### config.mk
export PLATFORM = sky130hd
export DESIGN_NAME = dpot_cmd_decoder
export DESIGN_NICKNAME = d
export VERILOG_FILES = /design/src/rtl/dpot_pkg.sv /design/src/rtl/dpot_id_check.sv /design/src/rtl/dpot_wiper_bank.sv /design/src/rtl/dpot_store.sv /design/src/rtl/dpot_cmd_decoder.sv
export SDC_FILE = /design/constraint.sdc
export NUM_CORES = 1
export LEC_CHECK = 0
export BUFFER_PORTS_ARGS = -buffer_cell sky130_fd_sc_hd__buf_4
export CAP_MARGIN = 0
export CORE_ASPECT_RATIO = 1.1
export CORE_MARGIN = 2
export CORE_UTILIZATION = 40
export DETAILED_ROUTE_END_ITERATION = 8
export GPL_ROUTABILITY_DRIVEN = 0
export PLACE_DENSITY = 0.53
export SLEW_MARGIN = 20
export SYNTH_ARGS = -nofsm -noshare
export SYNTH_HDL_FRONTEND = slang
export SYNTH_SLANG_ARGS = --single-unit
### constraint.sdc
create_clock -name clk -period 3.7 [get_ports clk]
set_input_delay 0.37 -clock clk [delete_from_list [all_inputs] [get_ports clk]]
set_output_delay 0.37 -clock clk [all_outputs]
set_load 0.02 [all_outputs]
### src/rtl/dpot_pkg.sv
`timescale 1ns/1ps
package dpot_pkg;
    typedef enum logic [2:0] {
        ST_ID,
        ST_INSTR,
        ST_DATA,
        ST_STEP,
        ST_SKIP
    } dp_state_t;

    typedef struct packed {
        logic [3:0] op;
        logic [1:0] rs;
        logic [1:0] ps;
    } instr_t;

    localparam logic [3:0] TYPE_CODE   = 4'b0101;
    localparam logic [3:0] OP_RD_WIPER = 4'b1001;
    localparam logic [3:0] OP_WR_WIPER = 4'b1010;
    localparam logic [3:0] OP_RD_SET   = 4'b1011;
    localparam logic [3:0] OP_WR_SET   = 4'b1100;
    localparam logic [3:0] OP_SET2W    = 4'b1101;
    localparam logic [3:0] OP_W2SET    = 4'b1110;
    localparam logic [3:0] OP_GSET2W   = 4'b0001;
    localparam logic [3:0] OP_GW2SET   = 4'b1000;
    localparam logic [3:0] OP_STEP     = 4'b0010;
    localparam logic [3:0] OP_STATUS   = 4'b0101;
endpackage

### src/rtl/dpot_id_check.sv
`timescale 1ns/1ps
module dpot_id_check
    import dpot_pkg::*;
(
    input  logic [7:0] id_byte,
    input  logic [1:0] addr_pins,
    output logic       match
);
    always_comb begin
        match = (id_byte[7:4] == TYPE_CODE) && (id_byte[3:2] == 2'b00)
                && (id_byte[1:0] == addr_pins);
    end
endmodule

### src/rtl/dpot_wiper_bank.sv
`timescale 1ns/1ps
module dpot_wiper_bank #(
    parameter int W            = 8,
    parameter int NPOT         = 2,
    parameter int INIT_SETTING = 128
) (
    input  logic              clk,
    input  logic              rst_n,
    input  logic [NPOT-1:0]   load_mask,
    input  logic [NPOT*W-1:0] load_val,
    input  logic [NPOT-1:0]   step_mask,
    input  logic              step_up,
    output logic [NPOT*W-1:0] wiper
);
    localparam logic [W-1:0] TOP = {W{1'b1}};

    for (genvar p = 0; p < NPOT; p++) begin : g_pot
        logic [W-1:0] pos;

        always_ff @(posedge clk or negedge rst_n) begin
            if (!rst_n) begin
                pos <= W'(INIT_SETTING);
            end else if (load_mask[p]) begin
                pos <= load_val[p*W +: W];
            end else if (step_mask[p]) begin
                if (step_up && pos != TOP) begin
                    pos <= pos + 1'b1;
                end else if (!step_up && pos != '0) begin
                    pos <= pos - 1'b1;
                end
            end
        end

        assign wiper[p*W +: W] = pos;

        // stepping never wraps at either end
        a_r10_sat_top: assert property (@(posedge clk) disable iff (!rst_n)
            (step_mask[p] && !load_mask[p] && step_up && pos == TOP) |=> (pos == TOP));
        a_r10_sat_floor: assert property (@(posedge clk) disable iff (!rst_n)
            (step_mask[p] && !load_mask[p] && !step_up && pos == '0) |=> (pos == '0));
    end
endmodule

### src/rtl/dpot_store.sv
`timescale 1ns/1ps
module dpot_store #(
    parameter int W            = 8,
    parameter int NPOT         = 2,
    parameter int NREG         = 4,
    parameter int INIT_SETTING = 128
) (
    input  logic                   clk,
    input  logic                   rst_n,
    input  logic                   frame_active,
    input  logic                   stage,
    input  logic [NPOT-1:0]        stage_mask,
    input  logic [$clog2(NREG)-1:0] stage_sel,
    input  logic [NPOT*W-1:0]      stage_data,
    output logic [NPOT*NREG*W-1:0] set_all,
    output logic                   nv_req,
    output logic [NPOT-1:0]        nv_mask,
    output logic [$clog2(NREG)-1:0] nv_sel,
    output logic [NPOT*W-1:0]      nv_data
);
    localparam int SW = $clog2(NREG);

    logic [W-1:0]      mem [NPOT][NREG];
    logic              pend;
    logic [NPOT-1:0]   pend_mask;
    logic [SW-1:0]     pend_sel;
    logic [NPOT*W-1:0] pend_data;

    always_ff @(posedge clk or negedge rst_n) begin
        if (!rst_n) begin
            pend      <= 1'b0;
            pend_mask <= '0;
            pend_sel  <= '0;
            pend_data <= '0;
            nv_req    <= 1'b0;
            nv_mask   <= '0;
            nv_sel    <= '0;
            nv_data   <= '0;
            for (int p = 0; p < NPOT; p++) begin
                for (int r = 0; r < NREG; r++) begin
                    mem[p][r] <= W'(INIT_SETTING);
                end
            end
        end else begin
            nv_req <= 1'b0;
            if (frame_active) begin
                if (stage) begin
                    pend      <= 1'b1;
                    pend_mask <= stage_mask;
                    pend_sel  <= stage_sel;
                    pend_data <= stage_data;
                end
            end else if (pend) begin
                pend    <= 1'b0;
                nv_req  <= 1'b1;
                nv_mask <= pend_mask;
                nv_sel  <= pend_sel;
                nv_data <= pend_data;
                for (int p = 0; p < NPOT; p++) begin
                    if (pend_mask[p]) begin
                        mem[p][pend_sel] <= pend_data[p*W +: W];
                    end
                end
            end
        end
    end

    for (genvar p = 0; p < NPOT; p++) begin : g_p
        for (genvar r = 0; r < NREG; r++) begin : g_r
            assign set_all[(p*NREG + r)*W +: W] = mem[p][r];
        end
    end

    // a commit is requested only once the frame has closed
    a_r5_commit_after_close: assert property (@(posedge clk) disable iff (!rst_n)
        nv_req |-> !$past(frame_active));
    // each commit is a single-cycle pulse
    a_r5_single_pulse: assert property (@(posedge clk) disable iff (!rst_n)
        nv_req |=> !nv_req);
endmodule

### src/rtl/dpot_cmd_decoder.sv
`timescale 1ns/1ps
module dpot_cmd_decoder
    import dpot_pkg::*;
#(
    parameter int W            = 8,
    parameter int NPOT         = 2,
    parameter int NREG         = 4,
    parameter int INIT_SETTING = 128
) (
    input  logic              clk,
    input  logic              rst_n,
    input  logic [1:0]        addr_pins,
    input  logic              frame_active,
    input  logic              byte_valid,
    input  logic [W-1:0]      byte_in,
    input  logic              step_valid,
    input  logic              step_up,
    input  logic              nv_busy,
    output logic [W-1:0]      rd_data,
    output logic              rd_valid,
    output logic [NPOT*W-1:0] wiper_pos,
    output logic              nv_req,
    output logic [NPOT-1:0]   nv_mask,
    output logic [1:0]        nv_sel,
    output logic [NPOT*W-1:0] nv_data
);
    dp_state_t state, state_nx;
    instr_t    instr, cmd_q;
    logic      id_ok, pot_ok;
    int        pot_i, cmd_pot, rs_i;

    logic [NPOT-1:0]        ld_mask, step_mask, stage_mask;
    logic [NPOT*W-1:0]      ld_val, stage_data;
    logic                   stage, rd_load;
    logic [1:0]             stage_sel;
    logic [W-1:0]           rd_val;
    logic [NPOT*NREG*W-1:0] set_all;

    assign instr   = instr_t'(byte_in);
    assign pot_ok  = int'(instr.ps) < NPOT;
    assign pot_i   = pot_ok ? int'(instr.ps) : 0;
    assign rs_i    = int'(instr.rs);
    assign cmd_pot = (int'(cmd_q.ps) < NPOT) ? int'(cmd_q.ps) : 0;

    dpot_id_check u_id (
        .id_byte   (byte_in[7:0]),
        .addr_pins (addr_pins),
        .match     (id_ok)
    );

    // next-state logic
    always_comb begin
        state_nx = state;
        unique case (state)
            ST_ID:    if (byte_valid) state_nx = id_ok ? ST_INSTR : ST_SKIP;
            ST_INSTR: if (byte_valid) begin
                state_nx = ST_SKIP;
                case (instr.op)
                    OP_RD_WIPER, OP_WR_WIPER, OP_RD_SET, OP_WR_SET:
                        if (pot_ok) state_nx = ST_DATA;
                    OP_STATUS: state_nx = ST_DATA;
                    OP_STEP:   if (pot_ok) state_nx = ST_STEP;
                    default: ;
                endcase
            end
            ST_DATA:  if (byte_valid) state_nx = ST_SKIP;
            ST_STEP:  ;
            ST_SKIP:  ;
        endcase
    end

    always_ff @(posedge clk or negedge rst_n) begin
        if (!rst_n) state <= ST_ID;
        else        state <= frame_active ? state_nx : ST_ID;
    end

    // control outputs
    always_comb begin
        ld_mask    = '0;
        ld_val     = '0;
        step_mask  = '0;
        stage      = 1'b0;
        stage_mask = '0;
        stage_sel  = instr.rs;
        stage_data = wiper_pos;
        rd_load    = 1'b0;
        rd_val     = '0;
        if (frame_active) begin
            unique case (state)
                ST_INSTR: if (byte_valid) begin
                    case (instr.op)
                        OP_RD_WIPER: if (pot_ok) begin
                            rd_load = 1'b1;
                            rd_val  = wiper_pos[pot_i*W +: W];
                        end
                        OP_RD_SET: if (pot_ok) begin
                            rd_load = 1'b1;
                            rd_val  = set_all[(pot_i*NREG + rs_i)*W +: W];
                        end
                        OP_STATUS: begin
                            rd_load = 1'b1;
                            rd_val  = {{(W-1){1'b0}}, nv_busy};
                        end
                        OP_SET2W: if (pot_ok) begin
                            ld_mask[pot_i]        = 1'b1;
                            ld_val[pot_i*W +: W]  = set_all[(pot_i*NREG + rs_i)*W +: W];
                        end
                        OP_GSET2W: begin
                            ld_mask = '1;
                            for (int p = 0; p < NPOT; p++) begin
                                ld_val[p*W +: W] = set_all[(p*NREG + rs_i)*W +: W];
                            end
                        end
                        OP_W2SET: if (pot_ok) begin
                            stage             = 1'b1;
                            stage_mask[pot_i] = 1'b1;
                        end
                        OP_GW2SET: begin
                            stage      = 1'b1;
                            stage_mask = '1;
                        end
                        default: ;
                    endcase
                end
                ST_DATA: if (byte_valid) begin
                    if (cmd_q.op == OP_WR_WIPER) begin
                        ld_mask[cmd_pot] = 1'b1;
                        ld_val           = {NPOT{byte_in}};
                    end else if (cmd_q.op == OP_WR_SET) begin
                        stage               = 1'b1;
                        stage_mask[cmd_pot] = 1'b1;
                        stage_sel           = cmd_q.rs;
                        stage_data          = {NPOT{byte_in}};
                    end
                end
                ST_STEP: if (step_valid) step_mask[cmd_pot] = 1'b1;
                ST_ID, ST_SKIP: ;
            endcase
        end
    end

    always_ff @(posedge clk or negedge rst_n) begin
        if (!rst_n) begin
            cmd_q    <= '0;
            rd_valid <= 1'b0;
            rd_data  <= '0;
        end else begin
            if (frame_active && state == ST_INSTR && byte_valid) cmd_q <= instr;
            if (!frame_active) begin
                rd_valid <= 1'b0;
            end else if (rd_load) begin
                rd_valid <= 1'b1;
                rd_data  <= rd_val;
            end
        end
    end

    dpot_wiper_bank #(.W(W), .NPOT(NPOT), .INIT_SETTING(INIT_SETTING)) u_bank (
        .clk       (clk),
        .rst_n     (rst_n),
        .load_mask (ld_mask),
        .load_val  (ld_val),
        .step_mask (step_mask),
        .step_up   (step_up),
        .wiper     (wiper_pos)
    );

    dpot_store #(.W(W), .NPOT(NPOT), .NREG(NREG), .INIT_SETTING(INIT_SETTING)) u_store (
        .clk          (clk),
        .rst_n        (rst_n),
        .frame_active (frame_active),
        .stage        (stage),
        .stage_mask   (stage_mask),
        .stage_sel    (stage_sel),
        .stage_data   (stage_data),
        .set_all      (set_all),
        .nv_req       (nv_req),
        .nv_mask      (nv_mask),
        .nv_sel       (nv_sel),
        .nv_data      (nv_data)
    );

    // read result is dropped once the frame closes
    a_r2_read_drops: assert property (@(posedge clk) disable iff (!rst_n)
        !frame_active |=> !rd_valid);
    // status byte carries only the busy flag
    a_r11_status_byte: assert property (@(posedge clk) disable iff (!rst_n)
        (frame_active && state == ST_INSTR && byte_valid && instr.op == OP_STATUS)
        |=> (rd_valid && rd_data[W-1:1] == '0 && rd_data[0] == $past(nv_busy)));
    // a read naming a missing pot produces no read byte
    a_r12_bad_pot_no_read: assert property (@(posedge clk) disable iff (!rst_n)
        (frame_active && state == ST_INSTR && byte_valid && !pot_ok
         && (instr.op == OP_RD_WIPER || instr.op == OP_RD_SET)) |=> !rd_valid);
    // a rejected identity byte never leads to a read byte
    a_r1_reject_no_read: assert property (@(posedge clk) disable iff (!rst_n)
        (frame_active && state == ST_ID && byte_valid && !id_ok) |=> !rd_valid);
endmodule

# Word level (Yosys, flattened, before mapping)

Index checks and enable logic that the tools add are counted.

Bits in registers: 142
Output and inout bits: 46
Input port bits: 17

Bitwise logic cells: 3
Shift-type cells: 6
Add/subtract/negate cells: 7
Order comparisons: 8
Equal/unequal tests: 24
Reductions and logical operators: 30
Muxes and demuxes: 81

Operator list:

| cell                                                                    | number |
|---|---|
| 16-bit 2-to-1 mux                                                       | 9 |
| 8-bit 2-to-1 mux                                                        | 13 |
| 32-bit bitwise mux                                                      | 2 |
| 16-bit one-hot mux with 2 select lines                                  | 2 |
| 64-bit by 6-bit indexed part select with 8-bit output                   | 1 |
| 64-bit by 8-bit indexed part select with 8-bit output                   | 1 |
| 64-bit by 9-bit indexed part select with 8-bit output                   | 1 |
| 4-bit equality test, second input constant                              | 9 |
| 2-bit 2-to-1 mux                                                        | 18 |
| 5-bit negation with 33-bit output                                       | 1 |
| 8-bit by 33-bit variable shift with 16-bit output, first input constant | 1 |
| 8-bit by 33-bit indexed part select with 16-bit output                  | 1 |
| 8-bit one-hot mux with 3 select lines                                   | 1 |
| 3-bit 2-to-1 mux                                                        | 7 |
| 3-bit one-hot mux with 3 select lines                                   | 2 |
| 1-bit 2-to-1 mux                                                        | 17 |
| 8-bit by 1-bit adder with 8-bit output, second input constant           | 2 |
| 16-bit AND                                                              | 1 |
| 8-bit demux with 2-bit select                                           | 1 |
| 8-bit inequality test, second input constant                            | 2 |
| 2-bit one-hot mux with 2 select lines                                   | 4 |
| 8-bit nonzero test                                                      | 2 |
| 16-bit by 6-bit indexed part select with 8-bit output                   | 1 |
| 8-bit by 1-bit subtractor with 8-bit output, second input constant      | 2 |
| other kinds (30)                                                        | 58 |

# Depth between registers and ports, before layout

Depth in word-level cells: 13
Gate-level depth with buffers: 9

# Modules after synthesis

From an unflattened synthesis, not the netlist that was laid out.

Cells, all modules: 624
Area, all modules: 7838.8 sq um

Modules (own cells, without submodules):

| module           | cells each | seq. area each (sq um) | times used | area each (sq um) |
|---|---|---|---|---|
| dpot_store       | 235        | 2662.6                 | 1          | 4072.7 |
| dpot_cmd_decoder | 225        | 500.5                  | 1          | 2240.9 |
| dpot_wiper_bank  | 159        | 402.9                  | 1          | 1485.2 |
| dpot_id_check    | 5          | 0.0                    | 1          | 40.0 |

# Worst setup path before layout

No wires, ideal clock.

Path type: reg2reg
Start point: reg u_bank.g_pot[0].pos[7]
End point: reg u_bank.g_pot[0].pos[7]
Library setup time: 0.064 ns
Stages on the path, launching flop included: 9
Slack: 0.654 ns
Buffers on the path: 0
Required time: 3.636 ns
Period minus slack after synthesis: 3.046 ns
Arrival time: 2.983 ns
Path through: dfstp_2 nand4_1 o21ai_0 ha_1 and3_1 a2111oi_0 a211oi_1 nand4b_1 nand3_1

Longest elaborated chain between the ends: 5

RTL lines:

| item                                                                                 | line                                         | text |
|---|---|---|
| from (decl)                                                                          | dpot_wiper_bank.sv:18                        | `logic [W-1:0] pos;` |
| from (signal assigned)                                                               | dpot_wiper_bank.sv:22                        | `pos <= W'(INIT_SETTING);` |
| from (signal assigned)                                                               | dpot_wiper_bank.sv:24                        | `pos <= load_val[p*W +: W];` |
| from (signal assigned)                                                               | dpot_wiper_bank.sv:27                        | `pos <= pos + 1'b1;` |
| 8-bit by 1-bit subtractor with 8-bit output or 8-bit inequality test (tied branches) | dpot_wiper_bank.sv:29, dpot_wiper_bank.sv:26 |  |
| 8-bit 2-to-1 mux or 1-bit logical AND (tied branches)                                | dpot_wiper_bank.sv:28, dpot_wiper_bank.sv:26 |  |
| 8-bit 2-to-1 mux                                                                     | dpot_wiper_bank.sv:26                        | `if (step_up && pos != TOP) begin` |
| 8-bit 2-to-1 mux                                                                     | dpot_wiper_bank.sv:25                        | `end else if (step_mask[p]) begin` |
| 8-bit 2-to-1 mux                                                                     | dpot_wiper_bank.sv:23                        | `end else if (load_mask[p]) begin` |

Several ways; a longest one is shown, not always the timed one. The select of a mux whose other input is x is not followed.
A chain may end at the register's enable or synchronous reset.

# Final worst setup path

Same ends and word-level chain as after synthesis.

==> reports/qor.yml <==
status: "completed"
initial_core_util: 0.408
detail-route-antenna-nets: 0
ys_warn_count: 0
drv_slew: 0
ys.flop_type: "dfrtp_1"
hp-class: "in2async"
cts_sinks: 142
clk_latency_ns: 0.43
worst-r2r-cell-count: 9
finalNetCount: 742
required_ns: 4.06
hold_buffers: 0
synth_edf_count: 0
r2r_slack_ns: 0.84
dp.cells: 935
yosysSeqAreaShare: 0.476
worstSetupPathType: "reg2reg"
maxClockFrequency_mhz: 349
ys_top_cells_by_area: "dfrtp_1 (44%), mux2_2 (11%), mux2i_1 (6.1%), mux4_2 (4.8%), nand2_1 (4.1%)"
cts_buffer_depth: 2
grt_overflow_total: 0
grt_pass1_vias: 5520
antenna_found_initial: 0
maxSlewHeadroom: 0.369
drt_iter0_drc: 427
register_area_um2: 3570
critPathLaunch: "u_bank.g_pot[0].pos[7]$_DFFE_PN1P_"
finalWorstSetupSlack_ns: 0.836
crit_arrival_ns: 3.22
async_flop_share: 1.00
htreeDepth: 4
period_needed_ns: 2.86
power.density_nw_per_um2: 411
timing.final.hold_violations: 0
route.detailed.drc: 0
syn_area_um2: 7490
setup_viol: 0
worst-path-buf-inv: 1
synth.distinct_cells: 62
leakagePower_uw: 0.00419
port_buffers: 62
netlist.area_leader.share: 0.441
power_uw: 3610
synth_area_per_cell_um2: 11.4
rsz0062_at_grt: "no"
wl_per_cell_um: 20.9
final_cell_area_um2: 8780
place_area_um2: 8170
num_vias: 5460
slowest_delay_ns: 0.68
worst_ir_drop_vdd_v: 0.000391
path_cells: "nand4_1 -> o21ai_0 -> buf_4 -> ha_1 -> and3_1 -> a2111oi_0 -> a211oi_1 -> nand4b_1 -> nand3_1"
drt_wl_total_um: 20200
stdcell_count: 967
grt_first_pass_wirelength_um: 32300
crit_family: "compound AO/OA/AOI/OAI gates"
drive_above_1_share: 0.301
r2r_start: "u_bank.g_pot[0].pos[7]$_DFFE_PN1P_"
post_cts_resized: 0
via_per_inst: 5.65
post-place-ws_ns: 0.865
place_hpwl_um: 14000
cts_tree: "built"
core_area_um2: 18300
fin_tns_setup_ns: 0
root_buffer: "clkbuf_16"
syn_to_final_growth_pct: 17.2
critical_path.startpoint_type: "flop"
cp_slowest_cell: "a2111oi_0"
die-area_um2: 19800
fp.dieH_um: 148
max-cap-violations: 0
critical_path_depth: 9
fin_crit_sh: 0.774
cts.clk_slew.worst_paths_ns: 0.06
globalRouteTotalUtil: 0.214
fin_skew_ns: 0.0138
path_max_fanout: 9
synth-seq-cells: 142
chipWidth_um: 134
syn_inst: 657
io-pin-count: 63
crit_path_end_kind: "flop"
crit_end: "u_bank.g_pot[0].pos[7]$_DFFE_PN1P_"
syn_nets: 688
worstReg2RegEnd: "u_bank.g_pot[0].pos[7]$_DFFE_PN1P_"
grt_max_degree: 98
cts_setup_buffers: 0
cts_made_buffers: 17
yosysTopAreaCell: "dfrtp_1"
multi_input_area_um2: 3740
firstDrtPassIters: 5
antenna_cells: 0
worstMarginPinSlew_ns: 0.947
num_rows: 52
fillers: 1729
==> sequential cells by signal (all words and copies together) (netlist names) <==
signal,cells
u_store.nv_mask,2
u_store.pend_data,16
u_store.pend,1
u_store.nv_req,1
state,3
rd_valid,1
u_bank.g_pot.pos,16
cmd_q,8
u_store.nv_data,16
u_store.set_all,64
u_store.nv_sel,2
u_store.pend_mask,2
u_store.pend_sel,2
rd_data,8
==> through the flow <==
stage                     hold slack, ns   util
after floorplan                   0.0744      -
after global placement             0.462  0.445
after detailed placement           0.463  0.445
after CTS                         0.0896  0.478
after global routing               0.119  0.478
final                             0.0233  0.478
==> area by class of cell <==
class	instances	area share
inverter	7	0.00299
sequential	142	0.406
tap	243	0.0346
clock inverter	12	0.0185
multi-input combinational	473	0.426
timing repair buffer	70	0.0603
clock buffer	20	0.0509
==> how the worst min path moves through the flow <==
| stage | from | endpoint | slack [ns] | depth (start not counted) |
|---|---|---|---|---|
| 2_1_floorplan | rst_n | cmd_q[0]$_DFFE_PN0P_ | 0.07 | 0 |
| 3_3_place_gp | u_store.nv_data[4]$_DFFE_PN0P_ | u_store.nv_data[4]$_DFFE_PN0P_ | 0.46 | 2 |
| 3_5_place_dp | u_store.nv_mask[0]$_DFFE_PN0P_ | u_store.nv_mask[0]$_DFFE_PN0P_ | 0.46 | 2 |
| 4_1_cts | rst_n | u_store.nv_data[6]$_DFFE_PN0P_ | 0.09 | 1 |
| 5_1_grt | rst_n | u_store.nv_sel[0]$_DFFE_PN0P_ | 0.12 | 1 |
| 6_report | rst_n | u_store.nv_data[6]$_DFFE_PN0P_ | 0.02 | 1 |
==> layout by cell type, fill, tap and decap left out, drive strengths merged, types with 3 or more instances in the layout <==
cell type and instances:
dfrtp 132, nand2 81, mux2 74, buf 70, mux2i 46, nor2 40, a21oi 35, o21ai 24
clkbuf 20, mux4 16, a221oi 12, ha 12, dfstp 10, a211oi 10, a21o 8, o22a 8
inv 8, nand4 7, nand2b 7, xnor2 7, nor3b 7, or2 6, nor2b 6, nor4 6
clkinv 6, nand3b 5, a22oi 5, a31oi 5, o21a 4, nor3 4, o211ai 3, nand3 3
bufinv 3, nand4bb 3
==> cell usage after synthesis (8+ instances only) <==
cell type	count
a211oi_1	8
a21o_1	8
a21oi_1	34
a221oi_1	12
clkbuf_1	23
dfrtp_1	132
dfstp_2	10
ha_1	12
mux2_2	74
mux2i_1	46
mux4_2	16
nand2_1	81
nor2_1	40
o21ai_0	22
o22a_1	8
==> kinds of logic after synthesis <==
logic type | after synthesis | synth area share
buffers and inverters | 42 | 0.0244
multiplexers | 136 | 0.221
adder cells (fa/ha/maj) | 14 | 0.0254
AND/OR/NAND/NOR | 189 | 0.127
flip-flops | 142 | 0.476
AO/OA/AOI/OAI | 125 | 0.116
XOR/XNOR | 9 | 0.0105
==> routing by layer <==
layer	wire, um	part of all wire	GRT usage	vias to the layer above
met2	9230	0.46	0.325	151
met1	9630	0.48	0.308	2752
li1	-	-	-	2521
met3	775	0.038	0.0329	36
met5	0	0	0	-
met4	590	0.029	0.0895	0
==> power by group <==
part / total, uW / switching [uW] / internal (uW)
clock: 1770 / 690 / 1080
sequential: 1620 / 38.1 / 1580
combinational: 219 / 135 / 83.3
Power figures use the tool's default switching activity.
